## config.mk

```make
export PLATFORM = sky130hd
export DESIGN_NAME = rtcal_core
export DESIGN_NICKNAME = d
export VERILOG_FILES = /design/src/rtl/rtcal_pkg.sv /design/src/rtl/rtcal_rst_sync.sv /design/src/rtl/rtcal_prescale.sv /design/src/rtl/rtcal_bcd_ctr.sv /design/src/rtl/rtcal_month_len.sv /design/src/rtl/rtcal_core.sv
export SDC_FILE = /design/constraint.sdc
export NUM_CORES = 1
export LEC_CHECK = 0
export ABC_AREA = 1
export CORE_MARGIN = 5
export CORE_UTILIZATION = 65
export CTS_CLUSTER_DIAMETER = 40
export DETAILED_ROUTE_END_ITERATION = 16
export PLACE_DENSITY_LB_ADDON = 0.12
export SLEW_MARGIN = 10
export SYNTH_ARGS = -nofsm -noshare
export SYNTH_HDL_FRONTEND = slang
export SYNTH_SLANG_ARGS = --single-unit
```

## constraint.sdc

```tcl
create_clock -name clk_i -period 4.4 [get_ports clk_i]
set_clock_uncertainty 0.05 [all_clocks]
set_input_delay 0.44 -clock clk_i [delete_from_list [all_inputs] [get_ports clk_i]]
set_output_delay 0.44 -clock clk_i [all_outputs]
set_load 0.05 [all_outputs]
```

## src/rtl/rtcal_pkg.sv

```systemverilog
package rtcal_pkg;
  localparam int ADDR_W = 5;
  localparam int DATA_W = 8;

  typedef enum logic [ADDR_W-1:0] {
    RA_SEC  = 5'h00,
    RA_MIN  = 5'h01,
    RA_HOUR = 5'h02,
    RA_WDAY = 5'h03,
    RA_DAY  = 5'h04,
    RA_MON  = 5'h05,
    RA_YEAR = 5'h06,
    RA_FLAG = 5'h09,
    RA_CSEC = 5'h1F
  } reg_addr_e;
endpackage

```

## src/rtl/rtcal_rst_sync.sv

```systemverilog
module rtcal_rst_sync (
  input  logic clk_i,
  input  logic rst_ni,
  output logic rst_no
);
  logic [1:0] sync_q;

  always_ff @(posedge clk_i or negedge rst_ni) begin
    if (!rst_ni) sync_q <= 2'b00;
    else         sync_q <= {sync_q[0], 1'b1};
  end

  assign rst_no = sync_q[1];
endmodule

```

## src/rtl/rtcal_prescale.sv

```systemverilog
module rtcal_prescale #(
  parameter int unsigned DIV = 4
) (
  input  logic clk_i,
  input  logic rst_ni,
  input  logic tick_i,
  input  logic en_i,
  input  logic clr_i,
  output logic carry_o
);
  localparam int CNT_W = (DIV > 2) ? $clog2(DIV) : 1;
  localparam logic [CNT_W-1:0] LAST = CNT_W'(DIV - 1);

  logic [CNT_W-1:0] cnt_q, cnt_d;
  logic             carry;

  always_comb begin
    cnt_d = cnt_q;
    carry = 1'b0;
    if (clr_i) begin
      cnt_d = '0;
    end else if (tick_i && en_i) begin
      if (cnt_q == LAST) begin
        cnt_d = '0;
        carry = 1'b1;
      end else begin
        cnt_d = cnt_q + CNT_W'(1);
      end
    end
  end

  always_ff @(posedge clk_i or negedge rst_ni) begin
    if (!rst_ni) cnt_q <= '0;
    else         cnt_q <= cnt_d;
  end

  assign carry_o = carry;

  // a phase clear leaves the prescaler at zero
  assert_phase_clear_R11: assert property (@(posedge clk_i) disable iff (!rst_ni)
    clr_i |=> (cnt_q == '0)) else $error("prescaler phase not cleared");

  // no accepted tick, no phase movement
  assert_phase_hold_R7: assert property (@(posedge clk_i) disable iff (!rst_ni)
    (!clr_i && !(tick_i && en_i)) |=> $stable(cnt_q)) else $error("prescaler moved");
endmodule

```

## src/rtl/rtcal_bcd_ctr.sv

```systemverilog
module rtcal_bcd_ctr #(
  parameter int W = 8
) (
  input  logic         clk_i,
  input  logic         rst_ni,
  input  logic         ld_i,
  input  logic [W-1:0] ld_val_i,
  input  logic         inc_i,
  input  logic [W-1:0] min_i,
  input  logic [W-1:0] max_i,
  output logic [W-1:0] val_o,
  output logic         wrap_o
);
  logic [W-1:0] val_q, val_d, val_inc;
  logic         at_max;

  assign at_max = (val_q == max_i);

  generate
    if (W > 4) begin : g_two_digit
      always_comb begin
        if (val_q[3:0] == 4'h9) val_inc = {val_q[W-1:4] + (W-4)'(1), 4'h0};
        else                    val_inc = val_q + W'(1);
      end
    end else begin : g_one_digit
      assign val_inc = val_q + W'(1);
    end
  endgenerate

  always_comb begin
    val_d = val_q;
    if (ld_i)                 val_d = ld_val_i;
    else if (inc_i && at_max) val_d = min_i;
    else if (inc_i)           val_d = val_inc;
  end

  always_ff @(posedge clk_i or negedge rst_ni) begin
    if (!rst_ni) val_q <= '0;
    else         val_q <= val_d;
  end

  assign val_o  = val_q;
  assign wrap_o = inc_i & at_max & ~ld_i;

  // a step from the top value lands on the bottom value
  assert_ctr_wrap_R3: assert property (@(posedge clk_i) disable iff (!rst_ni)
    (inc_i && !ld_i && at_max) |=> (val_q == $past(min_i))) else $error("field did not wrap");

  // without a step or a load the field holds
  assert_ctr_hold_R7: assert property (@(posedge clk_i) disable iff (!rst_ni)
    (!inc_i && !ld_i) |=> $stable(val_q)) else $error("field moved without cause");
endmodule

```

## src/rtl/rtcal_month_len.sv

```systemverilog
module rtcal_month_len (
  input  logic [4:0] mon_i,
  input  logic       leap_i,
  output logic [5:0] last_o
);
  always_comb begin
    case (mon_i)
      5'h02:                      last_o = leap_i ? 6'h29 : 6'h28;
      5'h04, 5'h06, 5'h09, 5'h11: last_o = 6'h30;
      default:                    last_o = 6'h31;
    endcase
  end
endmodule

```

## src/rtl/rtcal_core.sv

```systemverilog
module rtcal_core
  import rtcal_pkg::*;
#(
  parameter int unsigned TICKS_PER_CS = 4
) (
  input  logic              clk_i,
  input  logic              rst_ni,
  input  logic              tick_i,
  input  logic              osc_ok_i,
  input  logic              wr_en_i,
  input  logic [ADDR_W-1:0] addr_i,
  input  logic [DATA_W-1:0] wdata_i,
  output logic [DATA_W-1:0] rdata_o
);
  logic rst_n;

  logic [7:0] csec, year;
  logic [6:0] sec, minute;
  logic [5:0] hour, day, day_last;
  logic [4:0] mon;
  logic [2:0] wday;

  logic cs_step, c_cs, c_sec, c_min, c_hr, c_day, c_mon, c_yr, wd_wrap;
  logic adv_en, leap_yr;
  logic wr_sec, wr_min, wr_hour, wr_wday, wr_day, wr_mon, wr_year, wr_flag, wr_csec;

  logic stop_q, stop_d, ceb_q, ceb_d, cb_q, cb_d, of_q, of_d;
  logic of_set, of_clr;

  rtcal_rst_sync u_rst (.clk_i(clk_i), .rst_ni(rst_ni), .rst_no(rst_n));

  // write decode
  assign wr_sec  = wr_en_i && (addr_i == RA_SEC);
  assign wr_min  = wr_en_i && (addr_i == RA_MIN);
  assign wr_hour = wr_en_i && (addr_i == RA_HOUR);
  assign wr_wday = wr_en_i && (addr_i == RA_WDAY);
  assign wr_day  = wr_en_i && (addr_i == RA_DAY);
  assign wr_mon  = wr_en_i && (addr_i == RA_MON);
  assign wr_year = wr_en_i && (addr_i == RA_YEAR);
  assign wr_flag = wr_en_i && (addr_i == RA_FLAG);
  assign wr_csec = wr_en_i && (addr_i == RA_CSEC);

  // any write cycle drops the tick; stop freezes the chain
  assign adv_en = ~stop_q & ~wr_en_i;

  rtcal_prescale #(.DIV(TICKS_PER_CS)) u_pre (
    .clk_i(clk_i), .rst_ni(rst_n), .tick_i(tick_i), .en_i(adv_en),
    .clr_i(wr_csec), .carry_o(cs_step)
  );

  rtcal_bcd_ctr #(.W(8)) u_csec (
    .clk_i(clk_i), .rst_ni(rst_n), .ld_i(wr_csec), .ld_val_i(wdata_i),
    .inc_i(cs_step), .min_i(8'h00), .max_i(8'h99), .val_o(csec), .wrap_o(c_cs)
  );

  rtcal_bcd_ctr #(.W(7)) u_sec (
    .clk_i(clk_i), .rst_ni(rst_n), .ld_i(wr_sec), .ld_val_i(wdata_i[6:0]),
    .inc_i(c_cs), .min_i(7'h00), .max_i(7'h59), .val_o(sec), .wrap_o(c_sec)
  );

  rtcal_bcd_ctr #(.W(7)) u_min (
    .clk_i(clk_i), .rst_ni(rst_n), .ld_i(wr_min), .ld_val_i(wdata_i[6:0]),
    .inc_i(c_sec), .min_i(7'h00), .max_i(7'h59), .val_o(minute), .wrap_o(c_min)
  );

  rtcal_bcd_ctr #(.W(6)) u_hour (
    .clk_i(clk_i), .rst_ni(rst_n), .ld_i(wr_hour), .ld_val_i(wdata_i[5:0]),
    .inc_i(c_min), .min_i(6'h00), .max_i(6'h23), .val_o(hour), .wrap_o(c_hr)
  );

  rtcal_bcd_ctr #(.W(3)) u_wday (
    .clk_i(clk_i), .rst_ni(rst_n), .ld_i(wr_wday), .ld_val_i(wdata_i[2:0]),
    .inc_i(c_hr), .min_i(3'd1), .max_i(3'd7), .val_o(wday), .wrap_o(wd_wrap)
  );

  // multiple of 4 in BCD: even tens need units 0/4/8, odd tens need units 2/6
  assign leap_yr = year[4] ? (year[1:0] == 2'b10) : (year[1:0] == 2'b00);

  rtcal_month_len u_mlen (.mon_i(mon), .leap_i(leap_yr), .last_o(day_last));

  rtcal_bcd_ctr #(.W(6)) u_day (
    .clk_i(clk_i), .rst_ni(rst_n), .ld_i(wr_day), .ld_val_i(wdata_i[5:0]),
    .inc_i(c_hr), .min_i(6'h01), .max_i(day_last), .val_o(day), .wrap_o(c_day)
  );

  rtcal_bcd_ctr #(.W(5)) u_mon (
    .clk_i(clk_i), .rst_ni(rst_n), .ld_i(wr_mon), .ld_val_i(wdata_i[4:0]),
    .inc_i(c_day), .min_i(5'h01), .max_i(5'h12), .val_o(mon), .wrap_o(c_mon)
  );

  rtcal_bcd_ctr #(.W(8)) u_year (
    .clk_i(clk_i), .rst_ni(rst_n), .ld_i(wr_year), .ld_val_i(wdata_i),
    .inc_i(c_mon), .min_i(8'h00), .max_i(8'h99), .val_o(year), .wrap_o(c_yr)
  );

  // control and flag bits: next state
  assign of_set = ~osc_ok_i | stop_q;
  assign of_clr = (wr_min | wr_flag) & ~wdata_i[7] & ~of_set;

  always_comb begin
    stop_d = wr_sec  ? wdata_i[7] : stop_q;
    ceb_d  = wr_hour ? wdata_i[6] : ceb_q;
    cb_d   = cb_q;
    if (wr_hour)           cb_d = wdata_i[7];
    else if (c_yr && ceb_q) cb_d = ~cb_q;
    of_d   = of_q;
    if (of_set)      of_d = 1'b1;
    else if (of_clr) of_d = 1'b0;
  end

  always_ff @(posedge clk_i or negedge rst_n) begin
    if (!rst_n) begin
      stop_q <= 1'b0;
      ceb_q  <= 1'b0;
      cb_q   <= 1'b0;
      of_q   <= 1'b1;
    end else begin
      stop_q <= stop_d;
      ceb_q  <= ceb_d;
      cb_q   <= cb_d;
      of_q   <= of_d;
    end
  end

  // read mux
  always_comb begin
    case (addr_i)
      RA_SEC:  rdata_o = {stop_q, sec};
      RA_MIN:  rdata_o = {of_q, minute};
      RA_HOUR: rdata_o = {cb_q, ceb_q, hour};
      RA_WDAY: rdata_o = {5'b0, wday};
      RA_DAY:  rdata_o = {2'b0, day};
      RA_MON:  rdata_o = {3'b0, mon};
      RA_YEAR: rdata_o = year;
      RA_FLAG: rdata_o = {of_q, 7'b0};
      RA_CSEC: rdata_o = csec;
      default: rdata_o = 8'h00;
    endcase
  end

  // day of week wraps to 1
  assert_wday_wrap_R4: assert property (@(posedge clk_i) disable iff (!rst_n)
    wd_wrap |=> (wday == 3'd1)) else $error("day of week did not wrap to 1");

  // century flag holds while disabled
  assert_cb_hold_R6: assert property (@(posedge clk_i) disable iff (!rst_n)
    (!ceb_q && !wr_hour) |=> $stable(cb_q)) else $error("century flag moved while disabled");

  // stopped chain keeps hundredths and seconds
  assert_stop_freeze_R7: assert property (@(posedge clk_i) disable iff (!rst_n)
    (stop_q && !wr_en_i) |=> ($stable(csec) && $stable(sec))) else $error("counting while stopped");

  // missing oscillation raises the flag
  assert_of_set_R8: assert property (@(posedge clk_i) disable iff (!rst_n)
    (!osc_ok_i || stop_q) |=> of_q) else $error("fail flag not raised");

  // only a qualified clear removes the flag
  assert_of_sticky_R9: assert property (@(posedge clk_i) disable iff (!rst_n)
    (of_q && !(wr_min || wr_flag)) |=> of_q) else $error("fail flag dropped without clear");

  // a write of 1 cannot raise the flag
  assert_of_no_set_R9: assert property (@(posedge clk_i) disable iff (!rst_n)
    (!of_q && osc_ok_i && !stop_q) |=> !of_q) else $error("fail flag raised by write");

  // a write cycle swallows the tick
  assert_wr_priority_R10: assert property (@(posedge clk_i) disable iff (!rst_n)
    (wr_en_i && !wr_csec) |=> $stable(csec)) else $error("tick accepted during write");
endmodule

```

==> metrics.md <==
| Metric | Value |
|---|---|
| Yosys warns | 0 |
| DR vias/cell | roughly 6.4 |
| DR WL/cell | between 15 and 20 um |
| Setup tns final | 0 ps |
| # setup viols final | 0 |
| CP Buf/Inv Count | 5 |
| Syn nets | a little over 600 |
| TritonCTS clock tree | built |
| Std-Cell Rows | 29 |
| Largest net degree at the start of global routing | 57 |
| DIE WIDTH | 91.7 um |
| Diodes inserted | 0 |
| Crit Path Class | primary input to output port |
| Max-Slew Margin vs Limit | roughly half |
| FILL cells | around 480 |
| Pleak | approximately 2.3 nW |
| Syn_area_per_cell | ~7.5 um2 |
| Max clock buf depth | 2 |
| H-tree Lvls | 3 |
| Routed Antenna Nets | 0 |
| Final period util | around 78% |
| DR vias | 4,489 |
| Mapped Area | between 4000 and 5000 um2 |
| GRT Total Usage | about a third |
| Drt pass-1 iters | 6 |
| Sink Count | slightly below 60 |
| Initial antenna violation count | 0 |
| DP Wirelength | between 9 and 10 mm |
| RSZ-0062 raised after global routing | false |
| Status | finished clean |
| I/O pin count | 26 |
| Starting DRT DRC Count | 370 |
| PortBufs | 25 |
| Worst EP arrival | 2930 ps |
| Layout cells sized above 1 | between 8 and 9% |
| Placed insts | a little under 700 |
| Critical path data required time | 3910 ps |
| Synth Flop Type | dfrtp_1 |
| Crit path time final | between 3000 and 4000 ps |
| Total CTS buffers | 9 |
| Post-route insts no fill | 696 |
| Power Dens Cells | 419 nW/um2 |
| Number of synthesized flops with an enable pin | 0 |
| CP dominant cell by count | inv_1 |
| Synth Instances | between 500 and 600 |
| Vias in the first global route | 4,330 |
| P&R area growth vs syn | 12.1% |
| Die height | ~90 um |
| Reg clk slew, reported paths | 70 ps |
| Final Routed Wirelength | 13.2 mm |
| Post-layout util | 75.7% |
| CP max stage delay | roughly 860 ps |
| Die area | roughly 8400 um2 |
| Drc violations | 0 |
| Post-synthesis sequential area ratio | between 30% and 40% |
| Hold Violations, Final | 0 |
| Nets | between 600 and 700 |
| Crit-path cells | clkdlybuf4s50_1 -> inv_1 -> nor2_1 -> inv_1 -> nor2_1 -> inv_1 -> o22ai_1 -> a21oi_1 -> o221ai_1 -> clkdlybuf4s50_1 |
| Type of the worst min-delay path | primary input to async pin |
| Root buffer cell | clkbuf_8 |
| Cts repair resizes | 0 |
| Flops & latches, synth | 58 |
| Global-route wire length before repair | 21.8 mm |
| Cts hold-fix bufs | 0 |
| Startpoint Class | primary input |
| Synth unique cells | 37 |
| CP Capture Type | output port |
| Slew Limit Fails | 0 |
| Clk_lat worst skew | between 300 and 400 ps |
| FFs w/ async S/R, synth | between 90% and 100% |
| Core area | about 6400 um2 |
| R2r setup slk | 2030 ps |
| Initial Utilization | 67.6% |
| Worst-path fanout max | 6 |
| Peak supply drop | 0.340 mV |
| Synth top area share | 32.9% |
| Measured slew at the worst slew-check pin | 725 ps |
| Max Clk Rate | 292 MHz |
| Congestion Overflow GR | 0 |
| Synth top area cells | dfrtp_1 (33%), nand2_1 (9.3%), inv_1 (8.7%) |
| CP top delay family | buffers and inverters |
| Max-cap violations | 0 |
| Placer Congestion | 1.00 |
| Yosys top cell by area | dfrtp_1 |
| Postcts setup bufs | 0 |
| Slowest stage cell, crit path | clkdlybuf4s50_1 |
registers in the layout, indices dropped and copies added, names as in the netlist:
name,flops
u_day.val_o,6
u_pre.cnt_q,2
cb_q,1
u_year.val_o,8
u_rst.sync_q,2
ceb_q,1
u_hour.val_o,6
u_mon.val_o,5
u_min.val_o,7
u_sec.val_o,7
u_csec.val_o,8
of_q,1
u_wday.val_o,3
stop_q,1
cell type report:
| type | count | area, um2 | area share [%] |
|---|---|---|---|
| sequential | 58 | 1450 | 29.9 |
| tap | 77 | 96.3 | 1.98 |
| multi-input combinational | 410 | 2470 | 50.8 |
| clock inverter | 3 | 15.0 | 0.309 |
| clock buffer | 13 | 159 | 3.27 |
| inverter | 109 | 412 | 8.46 |
| timing repair buffer | 26 | 258 | 5.30 |
stage by stage:
step           power (mW)  hold WS, ps  area, um2  setup slack [ps]
6_report             2.04          204       4860               976
5_1_grt              2.18          191       4860               787
4_1_cts              2.02          195       4860               994
3_5_place_dp         1.57          314       4690              1020
3_3_place_gp         1.53          294       4690              1080
2_1_floorplan        1.34         94.4       4340              1880
cell usage after synthesis (3+ instances only):
cell type / count
a31oi_1: 4
a221oi_1: 5
ha_1: 22
o22ai_1: 10
xor2_1: 14
nand2_1: 108
o221ai_1: 40
or2_2: 3
o21ai_1: 5
clkinv_1: 3
nand3_1: 45
o211ai_1: 4
a21oi_1: 12
nand3_2: 6
nand4_1: 15
nor2_1: 46
o2111ai_1: 4
dfrtp_1: 57
nor2_4: 7
nand2_2: 7
nor3_1: 8
inv_2: 4
o21ai_0: 29
inv_1: 101
placed cells by master, fill, tap and decap left out, types with 2 or more instances in the layout:
cell type / n
nand2_1: 108
inv_1: 101
dfrtp_1: 56
nor2_1: 46
nand3_1: 45
o221ai_1: 40
o21ai_0: 29
clkdlybuf4s50_1: 25
ha_1: 22
nand4_1: 15
xor2_1: 14
a21oi_1: 12
clkbuf_8: 11
o22ai_1: 10
nor3_1: 8
nor2_4: 7
nand2_2: 7
nand3_2: 6
a221oi_1: 5
o21ai_1: 5
o2111ai_1: 4
inv_2: 4
o211ai_1: 4
a31oi_1: 4
clkinv_1: 3
or2_2: 3
clkinv_2: 3
a211oi_1: 2
nor2_2: 2
nand3_4: 2
nor3_4: 2
nand3b_1: 2
xnor2_1: 2
clkbuf_1: 2
per-layer routing:
| metal | global-route usage [%] | vias up | wire length (um) |
|---|---|---|---|
| met5 | 0 | - | 0 |
| met4 | 17.6 | 0 | 576 |
| met1 | 42.8 | 2110 | 5130 |
| met2 | 52.3 | 268 | 6260 |
| met3 | 5.81 | 48 | 1210 |
| li1 | - | 2063 | - |
where the power goes:
group | switching, mW | internal (mW) | leakage [nW]
clock | 0.209 | 0.232 | 0.0932
sequential | 0.190 | 0.671 | 0.701
combinational | 0.465 | 0.269 | 1.49
logic make-up after synthesis:
family	count (synthesis)	share of synthesized area (%)
buffers and inverters	110	9.57
other	1	0.0864
XOR/XNOR	16	3.23
AND/OR/NAND/NOR	255	28.8
adder cells (fa/ha/maj)	22	6.34
flip-flops	58	33.5
AO/OA/AOI/OAI	116	18.5
path summary, 6_finish.rpt:
path	start	endpoint	depth (start not counted)
min	rst_ni	u_rst.sync_q[0]	1
max reg2reg	u_min.val_o[1]	u_mon.val_o[0]	10
min in group clk_i	u_rst.sync_q[0]	u_rst.sync_q[1]	0
max	addr_i[1]	rdata_o[6]	10
max in group asynchronous	u_rst.sync_q[1]	u_year.val_o[3]	1
min reg2reg	u_rst.sync_q[0]	u_rst.sync_q[1]	0
Note: power is estimated with default switching activity, not from simulation.
